**src/rtl/fsq_pkg.sv**
```systemverilog
package fsq_pkg;
  typedef enum logic [1:0] {
    REG_STAT   = 2'd0,
    REG_CNT_LO = 2'd1,
    REG_CNT_HI = 2'd2,
    REG_MODE   = 2'd3
  } fsq_reg_e;

  // status bits that travel through the queue
  typedef struct packed {
    logic [2:0] residue;
    logic       overrun;
    logic       crc_err;
  } fsq_flags_t;

  localparam int FLAGS_W = $bits(fsq_flags_t);
endpackage

```
**src/rtl/fsq_store.sv**
```systemverilog
module fsq_store #(
  parameter int DEPTH  = 10,
  parameter int DATA_W = 19,
  localparam int PTR_W = $clog2(DEPTH)
) (
  input  logic              clk,
  input  logic              we,
  input  logic [PTR_W-1:0]  waddr,
  input  logic [DATA_W-1:0] wdata,
  input  logic [PTR_W-1:0]  raddr,
  output logic [DATA_W-1:0] rdata
);
  logic [DATA_W-1:0] mem [DEPTH];

  always_ff @(posedge clk) begin
    if (we) mem[waddr] <= wdata;
  end

  assign rdata = mem[raddr];
endmodule

```
**src/rtl/fsq_ctrl.sv**
```systemverilog
module fsq_ctrl #(
  parameter int DEPTH = 10,
  localparam int PTR_W = $clog2(DEPTH),
  localparam int OCC_W = $clog2(DEPTH + 1)
) (
  input  logic             clk,
  input  logic             rst,
  input  logic             en,
  input  logic             push_req,
  input  logic             pop_req,
  output logic             we,
  output logic [PTR_W-1:0] wr_ptr,
  output logic [PTR_W-1:0] rd_ptr,
  output logic             empty,
  output logic             ovf
);
  localparam logic [PTR_W-1:0] LAST_PTR = PTR_W'(DEPTH - 1);
  localparam logic [OCC_W-1:0] FULL_OCC = OCC_W'(DEPTH);

  logic [OCC_W-1:0] occ;
  logic             full, push_ok, pop_ok, drop;

  function automatic logic [PTR_W-1:0] step(input logic [PTR_W-1:0] p);
    return (p == LAST_PTR) ? '0 : p + PTR_W'(1);
  endfunction

  assign full    = (occ == FULL_OCC);
  assign empty   = (occ == '0);
  assign push_ok = en && push_req && !full;
  assign drop    = en && push_req && full;
  assign pop_ok  = en && pop_req && !empty;
  assign we      = push_ok;

  always_ff @(posedge clk) begin
    if (rst || !en) begin
      wr_ptr <= '0;
      rd_ptr <= '0;
      occ    <= '0;
      ovf    <= 1'b0;
    end else begin
      if (push_ok) wr_ptr <= step(wr_ptr);
      if (pop_ok)  rd_ptr <= step(rd_ptr);
      case ({push_ok, pop_ok})
        2'b10:   occ <= occ + OCC_W'(1);
        2'b01:   occ <= occ - OCC_W'(1);
        default: occ <= occ;
      endcase
      if (drop) ovf <= 1'b1;
    end
  end

  assert_occ_bound_R9: assert property (@(posedge clk) disable iff (rst)
    occ <= FULL_OCC);
  assert_disabled_clear_R2: assert property (@(posedge clk) disable iff (rst)
    !en |=> (empty && !ovf));
  assert_ovf_sticky_R9: assert property (@(posedge clk) disable iff (rst)
    (en && ovf) |=> ovf);
  assert_push_full_R9: assert property (@(posedge clk) disable iff (rst)
    (en && push_req && full) |=> ovf);
endmodule

```
**src/rtl/fsq_readmux.sv**
```systemverilog
module fsq_readmux
  import fsq_pkg::*;
#(
  parameter int CNT_W = 14
) (
  input  logic             clk,
  input  logic             rst,
  input  logic             en,
  input  logic             rd_stb,
  input  logic [1:0]       rd_addr,
  input  logic             empty,
  input  logic             ovf,
  input  fsq_flags_t       head_flags,
  input  logic [CNT_W-1:0] head_count,
  input  fsq_flags_t       live_flags,
  input  logic             live_all_sent,
  input  logic             live_parity,
  input  logic             live_eof,
  output logic             pop_req,
  output logic [7:0]       rd_data
);
  localparam int HI_W = CNT_W - 8;

  logic       armed;
  logic       rd_hi, rd_st;
  fsq_flags_t sel_flags;
  logic [5:0] hi_bits;
  logic [7:0] nxt;

  assign rd_hi   = rd_stb && (rd_addr == REG_CNT_HI);
  assign rd_st   = rd_stb && (rd_addr == REG_STAT);
  assign pop_req = rd_st && armed;

  // count-high read arms one pop; status read consumes it
  always_ff @(posedge clk) begin
    if (rst || !en)  armed <= 1'b0;
    else if (rd_hi)  armed <= !empty;
    else if (rd_st)  armed <= 1'b0;
  end

  always_comb begin
    sel_flags = armed ? head_flags : live_flags;
    hi_bits   = '0;
    if (!empty) hi_bits[HI_W-1:0] = head_count[CNT_W-1:8];
    case (fsq_reg_e'(rd_addr))
      REG_STAT:   nxt = {live_eof, sel_flags.crc_err, sel_flags.overrun,
                         live_parity, sel_flags.residue, live_all_sent};
      REG_CNT_LO: nxt = empty ? 8'h00 : head_count[7:0];
      REG_CNT_HI: nxt = {ovf, !empty, hi_bits};
      default:    nxt = {5'b0, en, 2'b0};
    endcase
  end

  always_ff @(posedge clk) begin
    if (rst)         rd_data <= '0;
    else if (rd_stb) rd_data <= nxt;
  end

  assert_rdata_hold_R12: assert property (@(posedge clk) disable iff (rst)
    !rd_stb |=> $stable(rd_data));
  assert_arm_has_data_R5: assert property (@(posedge clk) disable iff (rst)
    armed |-> !empty);
endmodule

```
**src/rtl/rx_frame_status_queue.sv**
```systemverilog
module rx_frame_status_queue
  import fsq_pkg::*;
#(
  parameter int DEPTH = 10,
  parameter int CNT_W = 14
) (
  input  logic             clk,
  input  logic             rst,
  input  logic             fifo_en_i,
  input  logic             frame_end_i,
  input  logic [2:0]       live_res_i,
  input  logic             live_overrun_i,
  input  logic             live_crc_err_i,
  input  logic             live_all_sent_i,
  input  logic             live_parity_i,
  input  logic             live_eof_i,
  input  logic [CNT_W-1:0] live_count_i,
  input  logic [1:0]       rd_addr_i,
  input  logic             rd_stb_i,
  output logic [7:0]       rd_data_o
);
  localparam int PTR_W  = $clog2(DEPTH);
  localparam int DATA_W = FLAGS_W + CNT_W;

  fsq_flags_t        live_flags, head_flags;
  logic [DATA_W-1:0] wdata, rdata;
  logic [CNT_W-1:0]  head_count;
  logic [PTR_W-1:0]  wr_ptr, rd_ptr;
  logic              we, empty, ovf, pop_req;

  assign live_flags = '{residue: live_res_i, overrun: live_overrun_i,
                        crc_err: live_crc_err_i};
  assign wdata = {live_flags, live_count_i};
  assign {head_flags, head_count} = rdata;

  fsq_ctrl #(.DEPTH(DEPTH)) u_ctrl (
    .clk(clk), .rst(rst), .en(fifo_en_i), .push_req(frame_end_i),
    .pop_req(pop_req), .we(we), .wr_ptr(wr_ptr), .rd_ptr(rd_ptr),
    .empty(empty), .ovf(ovf)
  );

  fsq_store #(.DEPTH(DEPTH), .DATA_W(DATA_W)) u_store (
    .clk(clk), .we(we), .waddr(wr_ptr), .wdata(wdata),
    .raddr(rd_ptr), .rdata(rdata)
  );

  fsq_readmux #(.CNT_W(CNT_W)) u_rmux (
    .clk(clk), .rst(rst), .en(fifo_en_i), .rd_stb(rd_stb_i),
    .rd_addr(rd_addr_i), .empty(empty), .ovf(ovf),
    .head_flags(head_flags), .head_count(head_count),
    .live_flags(live_flags), .live_all_sent(live_all_sent_i),
    .live_parity(live_parity_i), .live_eof(live_eof_i),
    .pop_req(pop_req), .rd_data(rd_data_o)
  );

  assert_empty_lo_zero_R8: assert property (@(posedge clk) disable iff (rst)
    (rd_stb_i && rd_addr_i == REG_CNT_LO && empty) |=> rd_data_o == 8'h00);
endmodule

```
**config.mk**
```make
export PLATFORM = sky130hd
export DESIGN_NAME = rx_frame_status_queue
export DESIGN_NICKNAME = d
export VERILOG_FILES = /design/src/rtl/fsq_pkg.sv /design/src/rtl/fsq_store.sv /design/src/rtl/fsq_ctrl.sv /design/src/rtl/fsq_readmux.sv /design/src/rtl/rx_frame_status_queue.sv
export SDC_FILE = /design/constraint.sdc
export NUM_CORES = 1
export LEC_CHECK = 0
export CAP_MARGIN = 15
export CORE_ASPECT_RATIO = 2
export CORE_MARGIN = 2
export CORE_UTILIZATION = 50
export CTS_BUF_LIST = sky130_fd_sc_hd__clkbuf_16
export DETAILED_ROUTE_END_ITERATION = 7
export HOLD_SLACK_MARGIN = 0.08
export PLACE_DENSITY_LB_ADDON = 0.05
export RECOVER_POWER = 50
export SLEW_MARGIN = 25
export SYNTH_ARGS = -nofsm -noshare
export SYNTH_HDL_FRONTEND = slang
export SYNTH_SLANG_ARGS = --single-unit
```
**constraint.sdc**
```tcl
create_clock -name clk -period 3.5 [get_ports clk]
set_input_delay 0.35 -clock clk [delete_from_list [all_inputs] [get_ports clk]]
set_output_delay 0.35 -clock clk [all_outputs]
set_load 0.02 [all_outputs]
```
==> results summary, run 1 <==
The first-pass iteration count of the detailed router came out at 5. The overall die area came out at 0.0183 mm^2. In this run the deepest clock path goes through 3 buffers. The core box area is 0.0168 mm^2.

The number of port buffers is 36. For hold timing, the worst endpoint is u_rmux.rd_data[7]. The register clock-pin slew on the reported worst setup and hold paths is 0.07 ns.

The arrival time of the worst setup path is 3.08 ns. The remaining global-route overflow came out at 0. The overall die height came out at 189 um. Setup repair after global routing left no endpoint under its margin. The sequential-to-total area share from yosys stat is 72.4%. Global routing used 20.9% of the available tracks across all layers. The required time at the worst-slack endpoint is 3.91 ns. The critical path buffer and inverter count came out at 0.

The combined area of all synthesized cells is 0.00860 mm^2. The actual slew at the worst max-slew pin came out at 0.813 ns. The worst slew slack as a fraction of its limit is 45.8%. The worst setup path is captured at a register. The worst register-to-register path begins at u_ctrl.occ[0].

The layout-stage area growth over the synthesis result is 15.5%. Counting flops and latches in the post-synthesis netlist gives 216. In this run, the number of DRC markers left after iteration 0 of detailed routing was 227. Synthesis instantiated 50 different standard cells from the library. The wire length per cell came out at 25.1 um. The critical path is of the reg -> reg type. The fraction of final layout cells with drive strength greater than 1 is 20.0%. The number of remaining DRC errors came out at 0.

The number of diodes added for antenna fixing is 0. The cell area power density came out at 508 mW/mm^2. The global-route wire length before repair came out at 28900 um.

The number of enable-type register cells in the synthesized netlist came out at 190. The total number of yosys warnings is 0. The setup slack of the worst register-to-register path came out at 0.83 ns. Summed over all cells, the static leakage comes to 3.13 nW. Dividing the synthesized area by the synthesized cell count gives 17.9 um^2. The routed via count is 4636. The worst register-to-register path ends at u_ctrl.occ[2]. The net count after synthesis is 512.

The final weighted congestion in routability-driven placement came out at 0.831. TritonCTS built the clock tree. The count of hold buffers inserted by post-cts repair is 0. The number of clock buffers added by TritonCTS is 20. Of all flip-flops after synthesis, the portion carrying an async set or reset was 0%.

Setup violations remaining at the end of the flow were counted as 0. The worst setup path is launched from a register. The flow ran to the end, and the final reports show no timing, DRC or antenna violations. The quantity of gates resized following cts came out at 0. The synthesized netlist cell count is 480.

Entering global routing, the biggest net connects 28 pins. The initial antenna violation count came out at 0. The signal on the critical path passes through or4_1 -> and3_1 -> ha_1 -> xor2_1 -> ha_1 -> a21oi_1 -> xor2_1 -> or3_1 -> a21oi_1. The net count of the finished layout came out at 568. The final critical-path required period is 2.67 ns.

The number of max-cap violations is 0. The commonest register cell after synthesis is edfxtp_1. The fmax came out at 0.375 GHz. In this run the worst hold path is classified as reg -> reg. The final hold violation count is 0.

The number of vias per cell after detailed routing came out at 6.12. Adding up every negative setup slack in the final design gives 0 ns. The worst-case reg-to-reg path depth is 9. Of the available clock period, the critical path in the final layout requires 76.2%. The initial utilization of the core area, before any placement, comes to 51.3%. The largest individual stage delay along the critical path comes from the cell or4_1.

Row generation in the floorplan step produced 67 rows. The post-CTS setup-driven buffer insertion count came out at 0. The final routed wirelength across all metal layers came out at 19000 um. The clock latency at the later pin of the worst-skew pair came out at 0.50 ns. In this run the worst path has a maximum fanout of 8.

In the layout the commonest cells are edfxtp_1, mux4_2, mux2i_1, dlygate4sd3_1, dfxtp_1. The remaining antenna violation count after routing came out at 0. The number of max-slew violations in the final report came out at 0. In this run the most critical hold path is launched from u_rmux.rd_data[7]. Clock tree synthesis selected as its root buffer the cell clkbuf_16. The number of sinks driven by the clock tree came out at 216. The die span in x is 96.7 um. The worst IR drop on VDD came out at 462 uV. The top cell family by delay on the critical path is simple AND/OR/NAND/NOR gates.

The cell depth of the worst min-delay path came out at 2. The minimum hold slack is 0.498 ns. The count of H-tree levels built during CTS came out at 1. In this design, the stage delay of the slowest critical-path cell is 0.63 ns. The number of global-route vias before repair is 4826. The total half-perimeter wirelength after legalization and detailed placement is 12000 um. The most common cell after layout, fill and taps aside is edfxtp_1. The final setup skew is 0.0176 ns. In this run the count of I/O pins placed on the die edge is 37.
## registers in the layout, summed over array words and instances, names as in the netlist, named ones only
name	cells
u_rmux.rd_data	8
u_ctrl.ovf	1
u_rmux.armed	1
u_store.mem	190
u_ctrl.rd_ptr	4
u_ctrl.wr_ptr	4
u_ctrl.occ	4
## report_power, final
| group | switching, W | leakage (nW) | internal [W] |
|---|---|---|---|
| sequential | 0.00000827 | 1.93 | 0.00282 |
| clock | 0.000902 | 0.326 | 0.00116 |
| combinational | 0.0000911 | 0.873 | 0.0000610 |
## cells by family after synthesis
logic type	after synthesis	synth area share, %
adder cells (fa/ha/maj)	3	0.437
multiplexers	75	14.5
AO/OA/AOI/OAI	74	5.55
AND/OR/NAND/NOR	76	4.61
XOR/XNOR	7	0.713
flip-flops	216	72.4
buffers and inverters	29	1.80
## routing by layer
layer,vias up,part of all wire [%],global-route usage [%]
li1,2053,-,-
met2,127,56,39.4
met3,32,4.5,2.73
met5,-,0,0
met4,0,1.9,5.53
met1,2424,38,24.9
## worst max-delay path by stage
stage	start	endpoint	slack, ns	cells after the start
2_1_floorplan	u_ctrl.occ[1]	u_store.mem[0][0]	0.05	5
3_3_place_gp	fifo_en_i	u_store.mem[7][12]	0.69	5
3_5_place_dp	fifo_en_i	u_store.mem[7][6]	0.64	5
4_1_cts	u_ctrl.occ[0]	u_ctrl.occ[2]	0.84	9
5_1_grt	u_ctrl.occ[0]	u_ctrl.occ[2]	0.69	9
6_report	u_ctrl.occ[0]	u_ctrl.occ[2]	0.83	9
## synth_stat cells (2+ instances only)
cell	count	share of area (%)
a21oi_1	17	0.99
a221oi_1	2	0.20
a22oi_1	2	0.17
a311oi_1	2	0.20
a31oi_1	7	0.51
a41o_1	3	0.35
and3_1	2	0.15
buf_2	5	0.29
buf_4	2	0.17
buf_6	2	0.26
clkbuf_1	12	0.52
dfxtp_1	26	6.1
edfxtp_1	190	66
ha_1	3	0.44
inv_1	4	0.17
mux2_2	11	1.4
mux2i_1	27	3.1
mux4_1	4	1.2
mux4_2	33	8.6
nand2_1	18	0.79
nand2b_1	3	0.22
nand3_1	2	0.12
nand3b_1	2	0.17
nand4_1	2	0.15
nor2_1	17	0.74
nor2b_1	4	0.29
nor3_1	9	0.52
nor3b_1	3	0.26
nor4_1	4	0.29
nor4bb_1	2	0.23
o211ai_1	8	0.70
o21ai_0	21	1.2
o221ai_1	3	0.31
o22a_1	2	0.20
o22ai_1	3	0.22
or2_2	2	0.15
or3_1	3	0.22
xor2_1	6	0.61
## stage by stage
stage	std cells	util (%)	total power [W]	worst slack (ns)	instance area, um^2
final	757	59.2	0.00504	0.832	9930
after global routing	757	59.2	0.00519	0.695	9930
after CTS	757	59.2	0.00510	0.840	9920
after detailed placement	721	55.5	0.00304	0.640	9300
after floorplan	480	-	0.00294	0.0528	8600
after global placement	721	55.5	0.00304	0.685	9300
## final cells by class
| class | count | area [um^2] |
|---|---|---|
| clock buffers | 21 | 526 |
| clock inverters | 15 | 100 |
| fillers | 1290 | 6840 |
| inverters | 5 | 18.8 |
| multi-input cells | 235 | 2260 |
| flip-flops and latches | 216 | 6230 |
| well taps | 207 | 259 |
| repair buffers | 58 | 526 |
## worst register-to-register path, stage by stage (launching register included)
cell and delay, ns:
dfxtp_1 0.39, or4_1 0.63, and3_1 0.25, ha_1 0.27, xor2_1 0.17, ha_1 0.19, a21oi_1 0.15, xor2_1 0.10
or3_1 0.31, a21oi_1 0.14
Note: power is estimated with default switching activity, not from simulation.
==> inputs of run 2 (changes only) <==
==> constraint.sdc (replaced) <==
create_clock -name clk -period 2.65 [get_ports clk]
set_input_delay 0.265 -clock clk [delete_from_list [all_inputs] [get_ports clk]]
set_output_delay 0.265 -clock clk [all_outputs]
set_load 0.02 [all_outputs]
==> run 2 against run 1 <==
Sequential share of layout area is 1.2 points lower. Non-clock buffer count is 12 higher. Cell count is 1.6% higher. Hold slack worse by 0.0097 ns. Register-to-register slack worse by 0.65 ns. Highest routed layer unchanged.
==> results summary, run 2 (synthesis gave the netlist of run 1 again) <==
The number of port buffers is 36 (unchanged). The minimum hold slack came to 0.488 ns (was 0.498 ns). The layout-stage area growth over the synthesis result is 17.8% (was 15.5%). The endpoint of the worst register-to-register path is u_ctrl.occ[3] (was u_ctrl.occ[2]).

The total area of sequential cells came out at 0.00623 mm^2 (about the same). The critical hold path startpoint is u_rmux.rd_data[7] (unchanged). The count of hold buffers inserted by post-cts repair is 0 (unchanged).

The worst slew slack as a fraction of its limit is 44.2% (was 45.8%). The core box area was 0.0168 mm^2 (unchanged). The flip-flop count of the largest register, all copies and words added was 190 (unchanged).

The routed via count is 4632 (was 4636). The most common cell after layout, fill and taps aside was edfxtp_1 (unchanged). The required time at the worst-slack endpoint came out at 3.06 ns (was 3.91 ns). The total CTS buffers came out at 20 (unchanged). Top flop regs: u_store.mem (190), u_rmux.rd_data (8) (unchanged). The number of remaining DRC errors came to 0 (unchanged). The initial antenna violation count came out at 0 (unchanged). Commonest non-fill, non-tap cells in the layout: edfxtp_1, mux4_2, mux2i_1 (was edfxtp_1, mux4_2, mux2i_1, dlygate4sd3_1, dfxtp_1). The number of max-cap violations was 0 (unchanged). The register with the most flip-flops is u_store.mem (unchanged). The cell depth of the worst min-delay path came out at 2 (unchanged).

The kind of start point of the critical path is a register (unchanged). The sort of element at the end of the critical path is a register (unchanged). The initial detailed-routing violation count came out at 247 (was 227). The remaining global-route overflow came out at 0 (unchanged). The largest net degree at the start of global routing is 20 (was 28).

The remaining antenna violation count after routing came out at 0 (unchanged). The post-CTS setup-driven buffer insertion count is 0 (unchanged). The overall die height came to 189 um (unchanged).

The total half-perimeter wirelength after legalization and detailed placement is 12100 um (was 12000 um). The setup slack of the worst register-to-register path is 0.18 ns (was 0.83 ns). The worst setup slack after placement is 0.0639 ns (was 0.640 ns). The non-filler instance count after layout came to 769 (was 757). The count of endpoints failing setup in the final report is 0 (unchanged). The actual slew at the worst max-slew pin came out at 0.835 ns (was 0.813 ns). The register clock-pin slew on the reported worst setup and hold paths came out at 0.07 ns (about the same). The clock latency at the later pin of the worst-skew pair came out at 0.49 ns (was 0.50 ns). The clock tree from TritonCTS is built (unchanged).

The arrival time of the worst setup path came out at 2.88 ns (was 3.08 ns). The number of max-slew violations in the final report came out at 0 (unchanged). The number of sinks driven by the clock tree is 216 (unchanged). Setup repair after global routing missed its margin: no (unchanged).

The count of H-tree levels built during CTS was 1 (unchanged). The type of the worst setup path is reg -> reg (unchanged). The net count of the finished layout is 580 (was 568).

The critical register-to-register path startpoint is u_ctrl.occ[3] (was u_ctrl.occ[0]). The count of filler cells inserted in the layout is 1271 (was 1290). The hold path endpoint is u_rmux.rd_data[7] (unchanged). The number of diodes added for antenna fixing came out at 0 (unchanged).

The least setup slack across all paths after layout came out at 0.184 ns (was 0.832 ns). The worst IR drop on VDD came to 579 uV (was 462 uV). The total instance count after detailed placement is 733 (was 721). The number of vias per cell after detailed routing is 6.02 (was 6.12).

The overall die area is 0.0183 mm^2 (unchanged). The final cycle utilization of the critical path is 93.1% (was 76.2%). The fmax is 0.405 GHz (was 0.375 GHz).

The quantity of gates resized following cts came to 0 (unchanged). The largest fanout on the critical path is 5 (was 8). Run status: finished, final reports clean (unchanged). The worst-case reg-to-reg path depth came out at 8 (was 9). The final hold violation count came out at 0 (unchanged).

The wire length per cell is 24.6 um (was 25.1 um). The final routed wirelength across all metal layers came out at 18900 um (was 19000 um). The all-layer global routing usage is 21.0% (was 20.9%). The maximum clock path buffer count came out at 3 (unchanged). The worst hold path class was reg -> reg (unchanged). The multi-input logic area was 0.00232 mm^2 (was 0.00226 mm^2). The final weighted congestion in routability-driven placement is 0.822 (was 0.831). The cell chosen for the clock root is clkbuf_16 (unchanged). The leakage power summed over all cells was 3.16 nW (was 3.13 nW). The first-pass iteration count of the detailed router came to 4 (was 5).

The initial cell density of the core is 51.3% (unchanged). The global-route wire length before repair is 29100 um (was 28900 um). The final critical-path required period is 2.47 ns (was 2.67 ns). The die span in x is 96.7 um (unchanged). The row count came out at 67 (unchanged). The number of global-route vias before repair is 5009 (was 4826). The fraction of final layout cells with drive strength greater than 1 is 21.5% (was 20.0%). The final setup skew came out at 0.0133 ns (was 0.0176 ns). The cell area power density is 658 mW/mm^2 (was 508 mW/mm^2). The number of placed I/O pins came to 37 (unchanged).
-- run 2: worst max-delay path by stage --
stage / start / cells past startpoint / slack (ns) / endpoint
final: u_ctrl.occ[3] / 8 / 0.18 / u_ctrl.occ[3]
after global routing: u_ctrl.occ[3] / 9 / 0.04 / u_ctrl.occ[2]
after CTS: u_ctrl.occ[3] / 9 / 0.04 / u_ctrl.occ[2]
after detailed placement: u_ctrl.occ[3] / 9 / 0.06 / u_ctrl.occ[2]
after global placement: u_ctrl.occ[3] / 9 / 0.16 / u_ctrl.occ[2]
after floorplan: u_ctrl.occ[1] / 4 / -0.53 / u_store.mem[4][0]
-- run 2: routing by layer --
metal / part of all wire [%] / wire length (um) / up-vias / track usage [%]
met5: 0 / 0 / - / 0
met1: 38 / 7260 / 2410 / 24.4
met4: 3.1 / 593 / 0 / 6.83
li1: - / - / 2085 / -
met2: 55 / 10500 / 104 / 39.6
met3: 3.0 / 567 / 33 / 2.66
-- run 2: layout make-up --
class | count | share of cell area [%]
inverter | 5 | 0.185
sequential | 216 | 61.6
clock buffer | 21 | 5.19
tap | 207 | 2.56
timing repair buffer | 70 | 6.67
multi-input combinational | 235 | 22.9
clock inverter | 15 | 0.939
-- run 2: critical path, stage by stage, from the launching register on --
cell and delay [ns]:
dfxtp_1 0.35, or4_4 0.57, and3_1 0.23, ha_1 0.25, nor4bb_1 0.28, a21oi_1 0.09, o21a_1 0.19, or3_1 0.30
a21oi_1 0.14
-- run 2: report_power, final --
| part | leakage (nW) | internal [W] | switching (W) |
|---|---|---|---|
| registers | 1.93 | 0.00372 | 0.00000965 |
| logic | 0.918 | 0.0000877 | 0.000118 |
| clock network | 0.313 | 0.00153 | 0.00119 |
| total | 3.16 | 0.00534 | 0.00132 |
-- run 2: per-stage QoR --
stage	TNS [ns]	util (%)	cell area [um^2]	power (W)
after floorplan	-19.97	-	8630	0.00388
after global placement	0	56.7	9510	0.00401
after detailed placement	0	56.7	9510	0.00402
after CTS	0	60.4	10100	0.00673
after global routing	0	60.4	10100	0.00688
final	0	60.4	10100	0.00666
